$ cat src/rtl/rtc_snap_pkg.sv
package rtc_snap_pkg;
  localparam int NF        = 7;   // time fields at addresses 0..NF-1
  localparam int NCNT      = 3;   // counted fields: sec, min, hour
  localparam int AW        = 3;
  localparam int CENT_ADDR = 7;

  typedef logic [7:0] bcd_t;
  typedef logic [NF-1:0][7:0] time_t;

  function automatic bcd_t field_max(input int idx);
    case (idx)
      0, 1:    return 8'h59;
      default: return 8'h23;
    endcase
  endfunction

  function automatic bcd_t bcd_inc(input bcd_t v, input bcd_t lim);
    if (v == lim)           return 8'h00;
    else if (v[3:0] >= 4'h9) return {v[7:4] + 4'h1, 4'h0};
    else                    return v + 8'h01;
  endfunction
endpackage

$ cat src/rtl/rtc_dwell_timer.sv
module rtc_dwell_timer #(
  parameter int DWELL_US = 500
) (
  input  logic clk_i,
  input  logic rst_ni,
  input  logic hold_i,
  input  logic us_tick_i,
  output logic expire_o,
  output logic done_o
);
  localparam int CW = $clog2(DWELL_US + 1);

  logic [CW-1:0] cnt_q;
  logic          done_q;
  logic          last;

  assign last     = us_tick_i && !done_q && (cnt_q == CW'(DWELL_US - 1));
  assign expire_o = !hold_i && last;
  assign done_o   = done_q;

  always_ff @(posedge clk_i or negedge rst_ni) begin
    if (!rst_ni) begin
      cnt_q  <= '0;
      done_q <= 1'b0;
    end else if (hold_i) begin
      cnt_q  <= '0;   // any set restarts the dwell
      done_q <= 1'b0;
    end else if (us_tick_i && !done_q) begin
      cnt_q <= cnt_q + 1'b1;
      if (last) done_q <= 1'b1;
    end
  end
endmodule

$ cat src/rtl/rtc_time_core.sv
module rtc_time_core
  import rtc_snap_pkg::*;
(
  input  logic          clk_i,
  input  logic          rst_ni,
  input  logic          sec_tick_i,
  input  logic          wr_en_i,
  input  logic [AW-1:0] wr_idx_i,
  input  bcd_t          wdata_i,
  output time_t         int_o,
  output time_t         nxt_o
);
  time_t           int_q, inc;
  logic [NCNT:0]   carry;

  assign carry[0] = sec_tick_i;

  for (genvar i = 0; i < NF; i++) begin : g_field
    if (i < NCNT) begin : g_cnt
      assign inc[i]       = carry[i] ? bcd_inc(int_q[i], field_max(i)) : int_q[i];
      assign carry[i+1]   = carry[i] && (int_q[i] == field_max(i));
    end else begin : g_hold
      assign inc[i] = int_q[i];
    end
  end

  always_comb begin
    nxt_o = inc;
    for (int i = 0; i < NF; i++)
      if (wr_en_i && wr_idx_i == AW'(i)) nxt_o[i] = wdata_i;
  end

  always_ff @(posedge clk_i or negedge rst_ni) begin
    if (!rst_ni) int_q <= '0;
    else         int_q <= nxt_o;
  end

  assign int_o = int_q;
endmodule

$ cat src/rtl/rtc_snapshot.sv
module rtc_snapshot
  import rtc_snap_pkg::*;
#(
  parameter int DWELL_US = 500
) (
  input  logic          clk_i,
  input  logic          rst_ni,
  input  logic          us_tick_i,
  input  logic          sec_tick_i,
  input  logic          wr_en_i,
  input  logic [AW-1:0] addr_i,
  input  logic [7:0]    wdata_i,
  output logic [7:0]    rdata_o
);
  time_t      vis_q, int_q, int_nx;
  logic       rd_q;
  logic [6:0] cent_q;
  logic       wr_time, wr_cent;
  logic       expire, dwell_done, xfer;

  assign wr_cent = wr_en_i && (addr_i == AW'(CENT_ADDR));
  assign wr_time = wr_en_i && (addr_i < AW'(NF));

  rtc_time_core u_core (
    .clk_i      (clk_i),
    .rst_ni     (rst_ni),
    .sec_tick_i (sec_tick_i),
    .wr_en_i    (wr_time),
    .wr_idx_i   (addr_i),
    .wdata_i    (wdata_i),
    .int_o      (int_q),
    .nxt_o      (int_nx)
  );

  rtc_dwell_timer #(.DWELL_US(DWELL_US)) u_dwell (
    .clk_i     (clk_i),
    .rst_ni    (rst_ni),
    .hold_i    (rd_q),
    .us_tick_i (us_tick_i),
    .expire_o  (expire),
    .done_o    (dwell_done)
  );

  // load the post-tick value so no field is caught mid-increment
  assign xfer = !rd_q && (expire || (dwell_done && sec_tick_i));

  always_ff @(posedge clk_i or negedge rst_ni) begin
    if (!rst_ni) begin
      vis_q  <= '0;
      rd_q   <= 1'b0;
      cent_q <= '0;
    end else begin
      if (xfer) vis_q <= int_nx;
      if (wr_cent) begin
        rd_q   <= wdata_i[6];
        cent_q <= {wdata_i[7], wdata_i[5:0]};
      end
    end
  end

  always_comb begin
    rdata_o = '0;
    for (int i = 0; i < NF; i++)
      if (addr_i == AW'(i)) rdata_o = vis_q[i];
    if (addr_i == AW'(CENT_ADDR)) rdata_o = {cent_q[6], rd_q, cent_q[5:0]};
  end
endmodule

$ cat config.mk
export PLATFORM = sky130hd
export DESIGN_NAME = rtc_snapshot
export DESIGN_NICKNAME = d
export VERILOG_FILES = /design/src/rtl/rtc_snap_pkg.sv /design/src/rtl/rtc_dwell_timer.sv /design/src/rtl/rtc_time_core.sv /design/src/rtl/rtc_snapshot.sv
export SDC_FILE = /design/constraint.sdc
export NUM_CORES = 1
export LEC_CHECK = 0
export BUFFER_PORTS_ARGS = -buffer_cell sky130_fd_sc_hd__buf_4
export CAP_MARGIN = 40
export CORE_ASPECT_RATIO = 0.75
export CORE_MARGIN = 2
export CORE_UTILIZATION = 50
export DETAILED_ROUTE_END_ITERATION = 8
export PLACE_DENSITY_LB_ADDON = 0.05
export SLEW_MARGIN = 20
export SYNTH_ARGS = -nofsm -noshare
export SYNTH_HDL_FRONTEND = slang
export SYNTH_HIERARCHICAL = 1
export SYNTH_SLANG_ARGS = --single-unit
$ cat constraint.sdc
create_clock -name clk_i -period 3 [get_ports clk_i]
set_input_delay 0.15 -clock clk_i [delete_from_list [all_inputs] [get_ports clk_i]]
set_output_delay 0.15 -clock clk_i [all_outputs]
set_load 0.05 [all_outputs]
==> impl_metrics.json <==
{
  "cts_made_buffers": 17,
  "place_hpwl_um": 10100,
  "setup_viol": 0,
  "worstMarginPinSlew_ps": 661,
  "highest_layer": "met4",
  "clockPowerShare_pct": 34.8,
  "num-nets-final": 610,
  "die_h_um": 103,
  "met3_length_um": 619,
  "maxCapViolCount": 0,
  "nFillCells": 1084,
  "area_growth_pct": 15.4,
  "htree_levels": 4,
  "cts_buffer_depth": 2,
  "powerDensity_nw_per_um2": 807,
  "grt_max_degree": 71,
  "p_sw_mw": 1.82,
  "synth_area_leaders": "dfrtp_1 50%, mux2_2 8.6%, mux2_1 8.3%, ha_1 3.1%, mux4_2 2.4%",
  "synth.yosys.seq_area_share_pct": 49.7,
  "finalMaxSlewViolations": 0,
  "p_int_mw": 4.28,
  "grt.total_usage_pct": 22.9,
  "r2r-start": "u_dwell/cnt_q[0]",
  "port_buffers": 23,
  "slowest_delay_ps": 550,
  "required_ps": 3280,
  "grt_pass1_vias": 4440,
  "drive_above_1_share_pct": 23.9,
  "drt_iter0_drc": 334,
  "antenna_found_initial": 0,
  "crit_buf_inv": 1,
  "die_w_um": 136,
  "startpoint_type": "flop",
  "yosys-top-cells-count": "130 x dfrtp_1, 50 x mux2_2, 48 x mux2_1",
  "post_cts_buffers": 0,
  "period_minus_slack_ps": 2510,
  "cts-root-buf": "clkbuf_16",
  "place_ws_ps": 505,
  "finalCritPeriodShare_pct": 83.7,
  "num_antenna_cells": 0,
  "hold_start": "wdata_i[3]",
  "cts.sinks": 130,
  "hp-class": "in2reg",
  "final_antenna_net_count": 0,
  "cp.arrival_ps": 2790,
  "drc": 0,
  "path_cells": "ha_1 > nand4_1 > or4_4 > nor2_1 > a21oi_1 > nor2_4 > buf_12 > mux2_2",
  "fmax_mhz": 398,
  "cp-end-kind": "flop",
  "firstDrtPassIters": 4,
  "seq_area_um2": 3250,
  "seqPwrFrac_pct": 43.0,
  "path_class": "reg2reg",
  "path_max_fanout": 56,
  "yosys.area.top_type": "dfrtp_1",
  "dieArea_um2": 14000,
  "clkTransAtPathRegs_ps": 60,
  "ctsResizeCount": 0,
  "totalWireLength_um": 15200,
  "syn_nets": 578,
  "timing.setup.tns_ps": 0,
  "rsz0062_at_grt": "false",
  "synth_area_per_cell_um2": 12.0,
  "synth_edf_count": 0,
  "synth_cell_type_count": 65,
  "finalClockSkew_ps": 13.4,
  "viasPerCell": 5.90,
  "via_count": 4493,
  "cts_hold_buf": 1,
  "finalHoldViolCount": 0,
  "clock_latency_ps": 410,
  "core-area_um2": 12900,
  "ys_ff_latch": 130,
  "multiInputGateArea_um2": 3120,
  "wl_met1_um": 7470,
  "startpoint": "u_dwell/cnt_q[0]",
  "crit_slowest_cell": "or4_4",
  "outcome": "finished, final reports clean",
  "cellLeakagePower_nw": 3.32,
  "p_sw_share_pct": 29.8,
  "setup_slack_ps": 490,
  "slew_headroom_pct": 55.9,
  "cts_tree": "yes",
  "gp_congestion": 0.835,
  "rows": 36,
  "yosys_warnings": 6,
  "synth.most_common_cell": "dfrtp_1",
  "io_pins": 24,
  "synth_top_flop_cell": "dfrtp_1",
  "syn_inst": 546,
  "async_flop_share_pct": 100,
  "combPwrFrac_pct": 22.3,
  "synth_top_area_share_pct": 49.7,
  "grt_pass1_wl_um": 24100,
  "initial_core_util_pct": 50.8,
  "overflow": 0,
  "synth.cell_area_um2": 6550,
  "wl_met2_um": 6910,
  "ir_drop_mv": 0.590,
  "path_delay_family": "simple AND/OR/NAND/NOR gates",
  "avgRoutedWirePerCell_um": 19.9
}
power groups by stage:
stage	clock network, mW	registers, mW	logic (mW)
global route	2.24	2.69	1.50
floorplan	0	2.52	1.02
global placement	0	2.63	1.31
detailed placement	0	2.64	1.35
finish	2.12	2.62	1.36
CTS	2.16	2.62	1.36
cell usage in the layout, fill, tap and decap left out, types with 6 or more instances in the layout:
cell,instances
mux2_2,50
a21boi_0,8
o21ai_0,29
nand2b_1,9
nor2b_1,10
inv_1,12
mux2i_1,12
or3_1,6
nand3_1,11
a2111oi_1,7
buf_4,33
nor2_1,29
ha_1,16
a32o_1,10
a21oi_1,26
clkbuf_16,17
mux2_1,48
mux4_2,7
dfrtp_1,130
nand2_1,27
layer usage:
metal	global-route usage (%)	vias up
met5	0	-
met4	7.77	0
met3	4.72	16
met2	34.8	106
met1	33.0	2307
li1	-	2064
logic make-up (layout without fill, tap and decap cells):
kind of cell / count (synthesis) / in the layout / synth area share (%)
adder cells (fa/ha/maj): 16 / 16 / 3.06
XOR/XNOR: 6 / 6 / 0.802
AO/OA/AOI/OAI: 105 / 105 / 10.6
multiplexers: 118 / 118 / 21.3
buffers and inverters: 37 / 82 / 2.83
AND/OR/NAND/NOR: 134 / 134 / 11.8
flip-flops: 130 / 130 / 49.7
state kept, by name (all words and copies together), names as in the netlist:
| register | cells |
|---|---|
| rd_q | 1 |
| u_dwell/done_o | 1 |
| u_dwell/cnt_q | 9 |
| cent_q | 7 |
| u_core/int_o | 56 |
| vis_q | 56 |
through the flow:
step                      instance area (um^2)  power, mW  cells  hold slack [ps]  util, %
after global routing                      7560       6.43    762             54.7     58.7
after CTS                                 7560       6.14    762             49.9     58.7
after detailed placement                  6930       3.99    729              210     53.8
final                                     7560       6.10    762             67.7     58.7
after global placement                    6930       3.94    729              193     53.8
after floorplan                           6550       3.54    546             -146        -
cell type report:
type | count | area share [%]
clock buffers | 20 | 6.04
clock inverters | 12 | 2.07
inverters | 13 | 0.646
multi-input cells | 379 | 41.3
flip-flops and latches | 130 | 43.1
well taps | 171 | 2.83
repair buffers | 37 | 4.09
path summary, 6_finish.rpt:
check	cells past startpoint	slack [ps]	endpoint
worst min-delay path	2	70	cent_q[3]
worst max register to register	8	490	vis_q[26]
worst max-delay path	8	490	vis_q[26]
worst min register to register	1	480	vis_q[22]
min in group asynchronous	2	320	vis_q[1]
max in group asynchronous	3	1910	u_core/int_o[21]
Power figures use the tool's default switching activity.
